### src/rtl/fdiv_pkg.sv
package fdiv_pkg;
    localparam int unsigned NUM_CH     = 5;
    localparam int unsigned FACT_W     = 15;
    localparam int unsigned BYTE_W     = 8;
    localparam int unsigned CODE_W     = 4;
    localparam int unsigned CODE_FIRST = 3;

    typedef enum logic [1:0] {
        A_PTR = 2'd0,
        A_LO  = 2'd1,
        A_HI  = 2'd2,
        A_RSV = 2'd3
    } reg_addr_e;
endpackage

### src/rtl/fdiv_sel_decode.sv
module fdiv_sel_decode #(
    parameter int unsigned NCH        = 5,
    parameter int unsigned SW         = 4,
    parameter int unsigned CODE_BASE  = 3,
    localparam int unsigned IW        = (NCH > 1) ? $clog2(NCH) : 1
) (
    input  logic [SW-1:0]  code_i,
    output logic [NCH-1:0] hit_o,
    output logic [IW-1:0]  idx_o,
    output logic           valid_o
);
    // One comparator per channel against its assigned code.
    for (genvar g = 0; g < NCH; g++) begin : g_cmp
        assign hit_o[g] = (code_i == SW'(CODE_BASE + g));
    end

    always_comb begin
        idx_o = '0;
        for (int i = 0; i < NCH; i++) begin
            if (hit_o[i]) idx_o = IW'(i);
        end
    end

    assign valid_o = |hit_o;

    always_comb begin
        a_hit_onehot_r3: assert ($onehot0(hit_o));
    end
endmodule

### src/rtl/fdiv_entry.sv
module fdiv_entry #(
    parameter int unsigned FW = 15
) (
    input  logic          clk,
    input  logic          rst_n,
    input  logic          commit_i,
    input  logic [FW-1:0] data_i,
    output logic [FW-1:0] value_o
);
    logic [FW-1:0] value_d, value_q;

    always_comb begin
        value_d = value_q;
        if (commit_i) value_d = data_i;
    end

    always_ff @(posedge clk) begin
        if (!rst_n) value_q <= '0;
        else        value_q <= value_d;
    end

    assign value_o = value_q;

    // Without a commit, the entry must hold its value.
    p_persist_r9: assert property (@(posedge clk) disable iff (!rst_n)
        !commit_i |=> $stable(value_o));
endmodule

### src/rtl/fdiv_readmux.sv
module fdiv_readmux
    import fdiv_pkg::*;
#(
    parameter int unsigned NCH = 5,
    parameter int unsigned FW  = 15,
    parameter int unsigned DW  = 8,
    parameter int unsigned SW  = 4,
    localparam int unsigned IW = (NCH > 1) ? $clog2(NCH) : 1
) (
    input  logic              clk,
    input  logic              rst_n,
    input  logic [1:0]        addr_i,
    input  logic [SW-1:0]     sel_i,
    input  logic              valid_i,
    input  logic [IW-1:0]     idx_i,
    input  logic [NCH*FW-1:0] factors_i,
    output logic [DW-1:0]     rd_o
);
    localparam int unsigned HW = FW - DW;

    logic [FW-1:0] cur;

    always_comb begin
        cur = '0;
        for (int i = 0; i < NCH; i++) begin
            if (valid_i && idx_i == IW'(i)) cur = factors_i[i*FW +: FW];
        end
    end

    always_comb begin
        rd_o = '0;
        case (reg_addr_e'(addr_i))
            A_PTR:   rd_o = {{(DW-SW){1'b0}}, sel_i};
            A_LO:    rd_o = cur[DW-1:0];
            A_HI:    rd_o = {{(DW-HW){1'b0}}, cur[FW-1:DW]};
            default: rd_o = '0;
        endcase
    end

    p_hi_msb_r8: assert property (@(posedge clk) disable iff (!rst_n)
        (addr_i == A_HI) |-> (rd_o[DW-1] == 1'b0));

    p_unsel_read_r8: assert property (@(posedge clk) disable iff (!rst_n)
        (!valid_i && addr_i != A_PTR) |-> (rd_o == '0));
endmodule

### src/rtl/fdiv_store.sv
module fdiv_store
    import fdiv_pkg::*;
#(
    parameter int unsigned NCH       = NUM_CH,
    parameter int unsigned FW        = FACT_W,
    parameter int unsigned DW        = BYTE_W,
    parameter int unsigned SW        = CODE_W,
    parameter int unsigned CODE_BASE = CODE_FIRST
) (
    input  logic              clk,
    input  logic              rst_n,
    input  logic              wr_en,
    input  logic [1:0]        addr,
    input  logic [DW-1:0]     wr_data,
    output logic [DW-1:0]     rd_data,
    output logic [NCH*FW-1:0] factor_o
);
    localparam int unsigned HW = FW - DW;
    localparam int unsigned IW = (NCH > 1) ? $clog2(NCH) : 1;

    typedef struct packed {
        logic [SW-1:0] sel;
        logic [DW-1:0] hold;
    } regs_t;

    regs_t st_d, st_q;

    logic [NCH-1:0] hit, commit;
    logic [IW-1:0]  idx;
    logic           sel_ok;
    logic           wr_ptr, wr_lo, wr_hi;
    logic [FW-1:0]  commit_val;

    fdiv_sel_decode #(.NCH(NCH), .SW(SW), .CODE_BASE(CODE_BASE)) u_dec (
        .code_i (st_q.sel),
        .hit_o  (hit),
        .idx_o  (idx),
        .valid_o(sel_ok)
    );

    assign wr_ptr = wr_en && (addr == A_PTR);
    assign wr_lo  = wr_en && (addr == A_LO);
    assign wr_hi  = wr_en && (addr == A_HI);

    always_comb begin
        st_d = st_q;
        if (wr_ptr)          st_d.sel  = wr_data[SW-1:0];
        if (wr_lo && sel_ok) st_d.hold = wr_data;
    end

    always_ff @(posedge clk) begin
        if (!rst_n) st_q <= '0;
        else        st_q <= st_d;
    end

    assign commit     = hit & {NCH{wr_hi}};
    assign commit_val = {wr_data[HW-1:0], st_q.hold};

    for (genvar g = 0; g < NCH; g++) begin : g_ch
        fdiv_entry #(.FW(FW)) u_ent (
            .clk     (clk),
            .rst_n   (rst_n),
            .commit_i(commit[g]),
            .data_i  (commit_val),
            .value_o (factor_o[g*FW +: FW])
        );

        p_commit_r5: assert property (@(posedge clk) disable iff (!rst_n)
            (wr_hi && st_q.sel == SW'(CODE_BASE + g)) |=>
            (factor_o[g*FW +: FW] == {$past(wr_data[HW-1:0]), $past(st_q.hold)}));
    end

    fdiv_readmux #(.NCH(NCH), .FW(FW), .DW(DW), .SW(SW)) u_rd (
        .clk      (clk),
        .rst_n    (rst_n),
        .addr_i   (addr),
        .sel_i    (st_q.sel),
        .valid_i  (sel_ok),
        .idx_i    (idx),
        .factors_i(factor_o),
        .rd_o     (rd_data)
    );

    p_low_quiet_r4: assert property (@(posedge clk) disable iff (!rst_n)
        wr_lo |=> $stable(factor_o));

    p_unmapped_r7: assert property (@(posedge clk) disable iff (!rst_n)
        (wr_en && !sel_ok && addr != A_PTR) |=> ($stable(factor_o) && $stable(st_q.hold)));

    p_rsv_r11: assert property (@(posedge clk) disable iff (!rst_n)
        (wr_en && addr == A_RSV) |=> ($stable(factor_o) && $stable(st_q)));

    p_one_commit_r3: assert property (@(posedge clk) disable iff (!rst_n)
        $onehot0(commit));
endmodule

### config.mk
export PLATFORM = sky130hd
export DESIGN_NAME = fdiv_store
export DESIGN_NICKNAME = d
export VERILOG_FILES = /design/src/rtl/fdiv_pkg.sv /design/src/rtl/fdiv_sel_decode.sv /design/src/rtl/fdiv_entry.sv /design/src/rtl/fdiv_readmux.sv /design/src/rtl/fdiv_store.sv
export SDC_FILE = /design/constraint.sdc
export NUM_CORES = 1
export LEC_CHECK = 0
export ABC_AREA = 1
export BUFFER_PORTS_ARGS = -buffer_cell sky130_fd_sc_hd__buf_4
export CAP_MARGIN = 20
export CORE_MARGIN = 5
export CORE_UTILIZATION = 60
export DETAILED_ROUTE_END_ITERATION = 7
export HOLD_SLACK_MARGIN = 0.05
export PLACE_DENSITY = 0.86
export SYNTH_ARGS = -nofsm -noshare
export SYNTH_HDL_FRONTEND = slang
export SYNTH_HIERARCHICAL = 1
export SYNTH_SLANG_ARGS = --single-unit
### constraint.sdc
create_clock -name clk -period 3.34 [get_ports clk]
set_input_delay 0.668 -clock clk [delete_from_list [all_inputs] [get_ports clk]]
set_output_delay 0.668 -clock clk [all_outputs]
set_load 0.005 [all_outputs]
Word level (Yosys, flattened, before mapping)

Cells that the tools add are included.

Register bits: 87
Bits of input ports: 13
Output and inout bits: 83
Word-level logic and storage cells: 41

Equal/unequal tests: 11
Muxes and demuxes: 10
Bitwise gates (word level): 1
Reductions and logical operators: 12

Operators by type and width:

| kind                                                             | count |
|---|---|
| 15-bit two-way mux                                               | 5 |
| 8-bit case mux with 3 select lines                               | 1 |
| 4-bit by 3-bit == test with 1-bit output (second input constant) | 4 |
| 1-bit logical AND                                                | 9 |
| 3-bit by 2-bit == test with 1-bit output (second input constant) | 2 |
| 5-bit bitwise AND                                                | 1 |
| 5-bit OR reduction                                               | 1 |
| 4-bit by 2-bit == test with 1-bit output (second input constant) | 1 |
| 2-bit two-way mux                                                | 2 |
| 3-bit by 1-bit == test with 1-bit output (second input constant) | 1 |
| 3-bit == test (second input constant)                            | 1 |
| 3-bit zero test                                                  | 1 |
| 3-bit two-way mux                                                | 1 |
| 2-bit by 1-bit == test with 1-bit output (second input constant) | 1 |
| 2-bit == test (second input constant)                            | 1 |
| 2-bit zero test                                                  | 1 |
| 1-bit two-way mux                                                | 1 |

Longest topological paths before layout

Gate-level depths: netlist of the first run.

Word-level depth: 13
Depth in mapped cells: 14
Gate-level depth less buffers: 13

By module

Netlist of the first run, hierarchy kept.

Modules (own cells, without submodules):

| module          | instances | cells an instance | area an instance (µm²) | seq. area each (µm²) |
|---|---|---|---|---|
| fdiv_entry      | 5         | 94                | 633.1                  | 300.3 |
| fdiv_readmux    | 1         | 194               | 962.2                  | 0.0 |
| fdiv_store      | 1         | 90                | 578.1                  | 240.2 |
| fdiv_sel_decode | 1         | 20                | 90.1                   | 0.0 |

Worst setup path before layout of the first run

OpenSTA, ideal clock, no wires.

Kind: reg2out
Start point: reg st_q[8] (netlist bit)
End point: out rd_data[5]
Arrival time: 1.749 ns
Data required time: 2.672 ns
Path slack: 0.923 ns
Cell stages (with the launch flop): 10
Path buffers: 1
Cell sequence: dfxtp_1 nand2_1 a21oi_1 nand3_2 nor2_4 buf_4 a21oi_1 nand2_1 nand3_1 nand2_1

Elaborated cells between the ends (all ways): 26
Classes of those cells: eq/ne (9); mux (10); reduce/logical (7)

RTL lines:

| element                                                                                              | RTL line              | source |
|---|---|---|
| start: declaration                                                                                   | fdiv_store.sv:26      | `regs_t st_d, st_q;` |
| start signal: assignment                                                                             | fdiv_store.sv:53      | `else st_q <= st_d;` |
| 4-bit by 2-bit == test with 1-bit output or 4-bit by 3-bit == test with 1-bit output (tied branches) | fdiv_sel_decode.sv:14 | `assign hit_o[g] = (code_i == SW'(CODE_BASE + g));` |
| 5-bit OR reduction *                                                                                 | fdiv_sel_decode.sv:24 | `assign valid_o = \|hit_o;` |
| via sel_ok                                                                                           | fdiv_store.sv:30      | `logic sel_ok;` |
| 1-bit logical AND                                                                                    | fdiv_readmux.sv:26    | `if (valid_i && idx_i == IW'(i)) cur = factors_i[i*FW +: FW];` |
| 15-bit two-way mux (4 in a row)                                                                      | fdiv_readmux.sv:26    |  |
| 15-bit two-way mux *                                                                                 | fdiv_readmux.sv:26    |  |
| 8-bit case mux with 3 select lines *                                                                 | fdiv_readmux.sv:32    | `case (reg_addr_e'(addr_i))` |
| end: declaration                                                                                     | fdiv_store.sv:15      | `output logic [DW-1:0] rd_data,` |

Mark *: on every way through the listed nets, which the timed path passes. The rest lies on a longest branch.

Worst setup path after layout of the first run

Start point: reg st_q[8] (netlist bit)
End point: out rd_data[2]

Elaborated cells between the ends (all ways): 26
Classes of those cells: eq/ne (9); mux (10); reduce/logical (7)

RTL lines:

| element                                    | RTL line              | source |
|---|---|---|
| 4-bit by 3-bit == test with 1-bit output * | fdiv_sel_decode.sv:14 |  |
| via hit[4]                                 | fdiv_store.sv:28      | `logic [NCH-1:0] hit, commit;` |
| 3-bit two-way mux                          | fdiv_sel_decode.sv:20 | `if (hit_o[i]) idx_o = IW'(i);` |
| 3-bit zero test                            | fdiv_readmux.sv:26    |  |
| 1-bit logical AND                          | fdiv_readmux.sv:26    |  |
| 15-bit two-way mux (4 in a row)            | fdiv_readmux.sv:26    |  |
| 15-bit two-way mux *                       | fdiv_readmux.sv:26    |  |
| 8-bit case mux with 3 select lines *       | fdiv_readmux.sv:32    |  |

Marked as above.

==> results of run 1 <==
## stage by stage
stage                     std cells  power [mW]   util
after detailed placement        949        1.23  0.707
after CTS                       965        2.05  0.735
final                           967        2.04  0.738
after global routing            967        2.12  0.738
after floorplan                 774        1.18      -
after global placement          949        1.23  0.707
## power groups by stage
stage                     clock network, mW  logic, mW  registers [mW]
after floorplan                           0      0.110            1.07
after global routing                  0.887      0.181            1.05
after detailed placement                  0      0.158            1.08
after global placement                    0      0.151            1.08
after CTS                             0.834      0.160            1.05
final                                 0.823      0.165            1.05
## metal layers
metal | routed length (um) | global-route usage
met2 | 6730 | 0.478
met1 | 5230 | 0.339
met4 | 731 | 0.172
met5 | 0 | 0
met3 | 1250 | 0.0386
## cell families (layout without fill, tap and decap cells)
family	count (synthesis)	count (layout)	share of synthesized area
simple gates	504	504	0.464
buf+inv	157	248	0.146
compound gates	26	26	0.0271
flops	87	87	0.363
## cells in the mapped netlist (2+ instances only)
| master | number |
|---|---|
| buf_4 | 4 |
| or2_2 | 3 |
| nand4_1 | 3 |
| nand3_2 | 5 |
| nor2_2 | 52 |
| buf_6 | 8 |
| inv_1 | 123 |
| nand2_1 | 225 |
| inv_4 | 2 |
| buf_2 | 15 |
| nand3_1 | 40 |
| o21ai_1 | 10 |
| nand3b_1 | 3 |
| inv_2 | 3 |
| nor2_4 | 5 |
| nor3_1 | 5 |
| a21oi_1 | 15 |
| dfxtp_1 | 87 |
| nor2_1 | 158 |
## worst max-delay path, cell delays in order, from the launching register on
cell	delay [ns]
dfxtp_1	0.46
nand2_1	0.15
nor2_1	0.44
nor2_4	0.13
buf_4	0.24
nand3_1	0.12
nand2_1	0.07
nor2_1	0.16
nand2_1	0.07
nand2_1	0.06
nand3_1	0.09
buf_4	0.15
## sequential cells by signal, summed over array words and instances (netlist names)
| name | count |
|---|---|
| commit_val | 8 |
| g_ch.u_ent/value_o | 75 |
| st_q | 4 |
## worst max path at each step
stage / startpoint / endpoint / slack, ns
finish: st_q[8]$_SDFFE_PN0P_ / rd_data[2] / 0.16
global route: st_q[8]$_SDFFE_PN0P_ / rd_data[2] / 0.04
CTS: st_q[11]$_SDFFE_PN0P_ / rd_data[1] / 0.16
detailed placement: st_q[8]$_SDFFE_PN0P_ / rd_data[4] / 0.58
global placement: st_q[11]$_SDFFE_PN0P_ / rd_data[5] / 0.67
floorplan: st_q[8]$_SDFFE_PN0P_ / rd_data[5] / 0.92
## cell type report
class / count / area (um2)
Multi-Input combinational cell: 530 / 2370
Fill cell: 637 / 2040
Sequential cell: 87 / 1740
Timing Repair Buffer: 104 / 781
Inverter: 128 / 485
Clock buffer: 11 / 141
Tap cell: 102 / 128
Clock inverter: 5 / 81.3
## what timing repair did
action / CTS / global route
endpoints found under the hold margin: 0 / 0
gates resized for setup: 0 / 2
setup buffers: 0 / 2
setup endpoints to repair: 0 / 8
hold buffers: 0 / 0
==> flow_summary.json, run 1 <==
{
  "n_antenna_cell": 0,
  "top_level_ports": 96,
  "worstHoldStart": "g_ch[2].u_ent/value_o[1]$_SDFFE_PN0P_",
  "cts_tree": "built",
  "grt_pass1_wl_um": 22600,
  "yosysTopAreaCell": "dfxtp_1",
  "p_leak_nw": 2.72,
  "cap_violations": 0,
  "required_ns": 2.67,
  "antenna_found_initial": 0,
  "die_h_um": 99.4,
  "ant_nets": 0,
  "drt_drc_violations_left": 0,
  "grt_pass1_vias": 4741,
  "hold_viol_final": 0,
  "fmax_mhz": 314,
  "die_area_um2": 9880,
  "rsz0062_at_grt": "no",
  "synthDistinctLibCells": 27,
  "area_growth_pct": 19.5,
  "final_nets": 873,
  "synth.cell_area_um2": 4800,
  "dpl.hpwl_um": 9920,
  "clkTransAtPathRegs_ns": 0.08,
  "synth_area_per_cell_um2": 6.20,
  "design_area_um2": 5730,
  "ys_seq_area_frac": 0.363,
  "synthFlopType": "dfxtp_1",
  "powerDensity_nw_per_um2": 356,
  "r2r_end": "g_ch[4].u_ent/value_o[14]$_SDFFE_PN0P_",
  "cp.arrival_ns": 2.51,
  "final_common_cell": "nand2_1",
  "drt_iter0_drc": 473,
  "syn_inst": 774,
  "whs_ns": 0.490,
  "slew_viol_final": 0,
  "worst_pin_slew_ns": 0.897,
  "worstHoldPathCells": 2,
  "status": "completed",
  "holdPathEnd": "g_ch[2].u_ent/value_o[1]$_SDFFE_PN0P_",
  "globalRouteOverflowTotal": 0,
  "routabilityCongestion": 1.01,
  "hold_path.class": "register to register",
  "synth_area_leaders": "dfxtp_1 (36%), nand2_1 (18%), nor2_1 (12%)",
  "io_buffers": 95,
  "pre_cts_slack_ns": 0.578,
  "rows": 32,
  "intPower_mw": 1.54,
  "worst_skew_pair.late_latency_ns": 0.36,
  "setup_tns_ns": 0,
  "switching_share": 0.247,
  "r2r_setup_slack_ns": 1.07,
  "clock-root-buffer": "clkbuf_8",
  "fp.coreArea_um2": 7770,
  "synth_warnings": 6,
  "pwr-share-clk": 0.403,
  "routed_wl_um": 13900,
  "irDropWorstVdd_v": 0.000263,
  "crit_path_start_kind": "register",
  "worstRegToRegCells": 8,
  "h-tree-depth": 3,
  "timing.rr.start": "st_q[8]$_SDFFE_PN0P_",
  "yosysTopAreaCellShare": 0.363,
  "p_sw_mw": 0.504,
  "initial_core_util": 0.617,
  "syn-num-nets": 787,
  "firstDrtPassIters": 6,
  "layout_worst_path_cycle_share": 0.952,
  "async_reset_ff_frac": 0,
  "fp.dieW_um": 99.4,
  "grt_max_degree": 88,
  "synth_seq_cells": 87,
  "wl_per_cell_um": 14.4,
  "pwr-share-seq": 0.516,
  "synth_edf_count": 0,
  "fin_skew_ns": 0.0127,
  "final_cell_mix": "nand2_1 (224), nor2_1 (152), inv_1 (123)",
  "setup_ws_ns": 0.160,
  "final-setup-viol-count": 0,
  "crit_path_end_kind": "output port",
  "fin_crit_ns": 3.18,
  "cts_max_path_buffers": 2,
  "cts_made_buffers": 9,
  "power_frac_comb": 0.081,
  "critical_path_class": "register to output port",
  "vias": 5058,
  "placed_area_um2": 5490,
  "drive_above_1_share": 0.232,
  "grt_use_total": 0.282,
  "slew_headroom": 0.402,
  "routed_via_density": 5.23,
  "clkSinkCount": 87,
  "crit_fanout": 20
}
Power figures use the tool's default switching activity.
==> inputs of run 2 (changes only) <==
==> constraint.sdc (replaced) <==
create_clock -name clk -period 3.34 [get_ports clk]
set_input_delay 0.167 -clock clk [delete_from_list [all_inputs] [get_ports clk]]
set_output_delay 0.167 -clock clk [all_outputs]
set_load 0.005 [all_outputs]
==> run 2 against run 1 <==
Maximum frequency grew 9.6%. Flip-flop and latch count stayed put. Sequential share of layout area increased by 0.31 points. Largest power group unchanged. Largest cell class unchanged.
==> flow_summary.json, run 2 (synthesis gave the netlist of run 1 again) <==
{
  "filler_cell_count": 671,
  "fin_crit_ns": 2.90,
  "clock-root-buffer": "clkbuf_8",
  "slew_headroom": 0.391,
  "post-cts-setup-buffers": 0,
  "final_nets": 870,
  "wl_per_cell_um": 13.9,
  "initial_core_util": 0.617,
  "crit_path_max_incr_delay_ns": 0.50,
  "die_area_um2": 9880,
  "pwr-share-seq": 0.542,
  "cts_made_buffers": 9,
  "r2r_end": "g_ch[4].u_ent/value_o[2]$_SDFFE_PN0P_",
  "h-tree-depth": 3,
  "routed_via_density": 5.12,
  "drive_above_1_share": 0.228,
  "final_cell_mix": "nand2_1 (225), nor2_1 (153), inv_1 (123)",
  "p_leak_nw": 2.70,
  "drt_drc_violations_left": 0,
  "design_area_um2": 5670,
  "crit_path_end_kind": "output port",
  "worst_pin_slew_ns": 0.913,
  "hold_viol_final": 0,
  "switching_share": 0.262,
  "r2r_setup_slack_ns": 1.41,
  "grt_max_degree": 88,
  "fin_skew_ns": 0.00777,
  "cp.arrival_ns": 2.73,
  "fin_util": 0.730,
  "crit_slowest_cell": "nor2_4",
  "holdPathEnd": "st_q[10]$_SDFFE_PN0P_",
  "timing.rr.start": "st_q[8]$_SDFFE_PN0P_",
  "worst_skew_pair.late_latency_ns": 0.35,
  "grt_pass1_wl_um": 21600,
  "io_buffers": 95,
  "crit_path_start_kind": "register",
  "setup_tns_ns": 0,
  "worstHoldStart": "wr_en",
  "vias": 4930,
  "irDropWorstVdd_v": 0.000290,
  "fmax_mhz": 345,
  "area_growth_pct": 18.3,
  "final-setup-viol-count": 0,
  "path_cells": "nand2_1 > a21oi_1 > buf_4 > inv_2 > nor2_4 > nand3_2 > nor2_1 > nor2_1 > nand2_1 > nand3_1 > nand2_1 > buf_4",
  "worstRegToRegCells": 8,
  "largest_reg_flops": 75,
  "placed_area_um2": 5470,
  "grt_pass1_vias": 4537,
  "antenna_found_initial": 0,
  "hold_path.class": "input port to register",
  "globalRouteOverflowTotal": 0,
  "status": "completed",
  "worstHoldPathCells": 4,
  "fp.dieW_um": 99.4,
  "power_frac_comb": 0.082,
  "slew_viol_final": 0,
  "fp.coreArea_um2": 7770,
  "cts_hold_buf": 0,
  "rows": 32,
  "required_ns": 3.17,
  "die_h_um": 99.4,
  "ctsResizeCount": 0,
  "firstDrtPassIters": 5,
  "clkSinkCount": 87,
  "layout_worst_path_cycle_share": 0.869,
  "routed_wl_um": 13400,
  "final_common_cell": "nand2_1",
  "grt_use_total": 0.269,
  "intPower_mw": 1.43,
  "cts_tree": "built",
  "clkTransAtPathRegs_ns": 0.08,
  "top_level_ports": 96,
  "p_sw_mw": 0.508,
  "cts_max_path_buffers": 2,
  "crit_fanout": 27,
  "routabilityCongestion": 0.959,
  "drt_iter0_drc": 338,
  "cpMostUsedCell": "nand2_1",
  "pwr-share-clk": 0.376,
  "powerDensity_nw_per_um2": 342,
  "critical_path_class": "register to output port",
  "ant_nets": 0,
  "rsz0062_at_grt": "no",
  "dpl.hpwl_um": 9570,
  "cap_violations": 0,
  "n_antenna_cell": 0
}
-- run 2: layout make-up --
| cell class | count | area [um2] | share of cell area |
|---|---|---|---|
| clock buffer | 9 | 124 | 0.0218 |
| clock inverter | 6 | 61.3 | 0.0108 |
| inverter | 128 | 485 | 0.0856 |
| multi-input combinational | 530 | 2370 | 0.417 |
| sequential | 87 | 1740 | 0.307 |
| tap | 102 | 128 | 0.0225 |
| timing repair buffer | 101 | 766 | 0.135 |
-- run 2: layer usage --
layer,vias up,part of all wire,wire (um),global-route usage
li1,2440,-,-,-
met1,2237,0.40,5330,0.322
met2,199,0.49,6510,0.455
met3,54,0.060,798,0.0379
met4,0,0.055,738,0.163
met5,-,0,0,0
-- run 2: worst max path at each step --
stage                     slack [ns]  depth (start not counted)         end                 start
after global placement          0.99                         12  rd_data[5]  st_q[8]$_SDFFE_PN0P_
after detailed placement        0.90                         12  rd_data[6]  st_q[8]$_SDFFE_PN0P_
final                           0.44                         12  rd_data[4]  st_q[8]$_SDFFE_PN0P_
after CTS                       0.51                         12  rd_data[6]  st_q[8]$_SDFFE_PN0P_
after floorplan                 1.42                          9  rd_data[5]  st_q[8]$_SDFFE_PN0P_
after global routing            0.20                         12  rd_data[6]  st_q[8]$_SDFFE_PN0P_
-- run 2: power by group through the flow --
stage,clock network [mW],logic [mW],registers (mW)
after detailed placement,0,0.156,1.08
after global placement,0,0.151,1.08
final,0.731,0.159,1.05
after global routing,0.780,0.177,1.05
after CTS,0.733,0.157,1.05
after floorplan,0,0.110,1.07
-- run 2: metrics by stage --
stage	total power, mW	instances	hold slack [ns]	setup WS, ns
floorplan	1.18	774	0.287	1.42
global route	2.01	963	0.140	0.198
detailed placement	1.23	947	0.482	0.903
finish	1.94	963	0.139	0.439
global placement	1.23	947	0.476	0.995
CTS	1.94	962	0.132	0.512
-- run 2: worst max-delay path, delay by kind of cell, from the launching register on --
family	cells	cell delay, ns
and+or+nand+nor	8	1.46
DFF	1	0.44
buffers and inverters	3	0.33
AOI/OAI and AO/OA	1	0.15
==> inputs of run 3 (changes only) <==
RECOVER_POWER = 25   (was unset)
==> run 3 against run 2 <==
The run now ends with max-capacitance violations, max-slew violations left. Sequential share of layout area about the same. Combinational power about the same. Cell count unchanged. First-iteration DRC count up 13%. Routed wire length down 0.65%. Clock power is essentially flat. Global-route usage stayed put. Flip-flop and latch count stayed put. Die area did not move. Total power is 0.15% higher. Largest cell class unchanged.
==> flow_summary.json, run 3 (synthesis gave the netlist of run 1 again) <==
{
  "die_area_um2": 9880,
  "h-tree-depth": 3,
  "cp.arrival_ns": 2.72,
  "fin_util": 0.730,
  "final-setup-viol-count": 0,
  "worst_skew_pair.late_latency_ns": 0.36,
  "highest_layer": "met4",
  "fin_skew_ns": 0.00976,
  "io_buffers": 95,
  "crit_path_end_kind": "output port",
  "routabilityCongestion": 0.959,
  "crit_slowest_cell": "nor2_4",
  "filler_cell_count": 672,
  "powerDensity_nw_per_um2": 343,
  "cap_violations": 1,
  "vias": 4931,
  "worstRegToRegCells": 8,
  "routed_wl_um": 13300,
  "whs_ns": 0.135,
  "required_ns": 3.17,
  "area_growth_pct": 18.2,
  "worst-path-buf-inv": 3,
  "crit_family": "simple AND/OR/NAND/NOR gates",
  "pre_cts_slack_ns": 0.903,
  "slew_headroom": -0.169,
  "timing.rr.start": "st_q[8]$_SDFFE_PN0P_",
  "finalPower_mw": 1.94,
  "initial_core_util": 0.617,
  "critical_path_class": "register to output port",
  "grt_pass1_vias": 4537,
  "setup_tns_ns": 0,
  "antenna_found_initial": 0,
  "wl_per_cell_um": 13.8,
  "crit_fanout": 27,
  "fin_crit_ns": 2.89,
  "final_nets": 870,
  "cpMostUsedCell": "nand2_1",
  "ant_nets": 0,
  "largest_reg_flops": 75,
  "status": "finished, violations left",
  "cts_hold_buf": 0,
  "crit_path_max_incr_delay_ns": 0.50,
  "slew_viol_final": 88,
  "final_common_cell": "nand2_1",
  "p_leak_nw": 2.67,
  "holdPathEnd": "st_q[10]$_SDFFE_PN0P_",
  "fp.coreArea_um2": 7770,
  "rsz0062_at_grt": "no",
  "cts_max_path_buffers": 2,
  "clock-root-buffer": "clkbuf_8",
  "cts_tree": "built",
  "routed_via_density": 5.12,
  "cts_made_buffers": 9,
  "path_cells": "nand2_1 > a21oi_1 > buf_4 > inv_2 > nor2_4 > nand3_2 > nor2_1 > nor2_1 > nand2_1 > nand3_1 > nand2_1 > buf_4",
  "r2r_setup_slack_ns": 1.41,
  "crit_path_start_kind": "register",
  "worstHoldPathCells": 4,
  "die_h_um": 99.4,
  "final_cell_mix": "nand2_1 (225), nor2_1 (153), inv_1 (123)",
  "wl_met1_um": 5150,
  "rows": 32,
  "post-cts-setup-buffers": 0,
  "setup_ws_ns": 0.449,
  "fmax_mhz": 346,
  "r2r_end": "g_ch[4].u_ent/value_o[2]$_SDFFE_PN0P_",
  "wl_met2_um": 6440,
  "irDropWorstVdd_v": 0.000290,
  "violations": "max-capacitance violations, max-slew violations",
  "fp.dieW_um": 99.4,
  "layout_worst_path_cycle_share": 0.865,
  "firstDrtPassIters": 5,
  "drt_iter0_drc": 382,
  "crit_cells": 12,
  "drt_drc_violations_left": 0,
  "drive_above_1_share": 0.226,
  "hold_path.class": "input port to register",
  "worst_pin_slew_ns": 1.75,
  "clkSinkCount": 87,
  "n_antenna_cell": 0,
  "top_level_ports": 96,
  "grt_use_total": 0.269,
  "grt_pass1_wl_um": 21600,
  "grt_max_degree": 88,
  "worstHoldStart": "wr_en",
  "ctsResizeCount": 0,
  "globalRouteOverflowTotal": 0,
  "wl_met3_um": 937,
  "dpl.hpwl_um": 9570,
  "clkTransAtPathRegs_ns": 0.09,
  "hold_viol_final": 0
}
-- run 3: changes by cell type in the layout (fill, tap and decap cells not counted) --
cell,previous run,this run
clkbuf_2,0,1
buf_4,100,61
clkbuf_1,0,1
clkbuf_4,0,37
-- run 3: area by class of cell --
type | instances | area [um2] | area share
clock buffers | 9 | 124 | 0.0219
clock inverters | 6 | 61.3 | 0.0108
inverters | 128 | 485 | 0.0857
multi-input cells | 530 | 2370 | 0.418
flip-flops and latches | 87 | 1740 | 0.307
well taps | 102 | 128 | 0.0225
repair buffers | 101 | 759 | 0.134
-- run 3: tightest hold or removal path: cells and delay by family --
family	cells	cell delay [ns]
simple gates	3	0.18
buf+inv	1	0.11
-- run 3: metrics by stage --
stage	cells	cell area [um2]
after detailed placement	947	5470
after CTS	962	5660
after global placement	947	5470
final	963	5670
after floorplan	774	4800
after global routing	963	5670
-- run 3: power by group --
part / total (mW) / internal (mW) / leakage (nW) / switching [mW]
Sequential: 1.05 / 1.04 / 0.701 / 0.00890
Combinational: 0.162 / 0.0530 / 1.87 / 0.109
Clock: 0.731 / 0.341 / 0.0953 / 0.390
-- run 3: metal layers --
metal | vias to the layer above | GRT usage
met2 | 232 | 0.455
met4 | 0 | 0.163
met3 | 53 | 0.0379
met5 | - | 0
li1 | 2445 | -
met1 | 2201 | 0.322
-- run 3: worst max path at each step --
stage,from,endpoint,slack [ns]
final,st_q[8]$_SDFFE_PN0P_,rd_data[6],0.45
after global routing,st_q[8]$_SDFFE_PN0P_,rd_data[6],0.20
after CTS,st_q[8]$_SDFFE_PN0P_,rd_data[6],0.51
after detailed placement,st_q[8]$_SDFFE_PN0P_,rd_data[6],0.90
after global placement,st_q[8]$_SDFFE_PN0P_,rd_data[5],0.99
after floorplan,st_q[8]$_SDFFE_PN0P_,rd_data[5],1.42
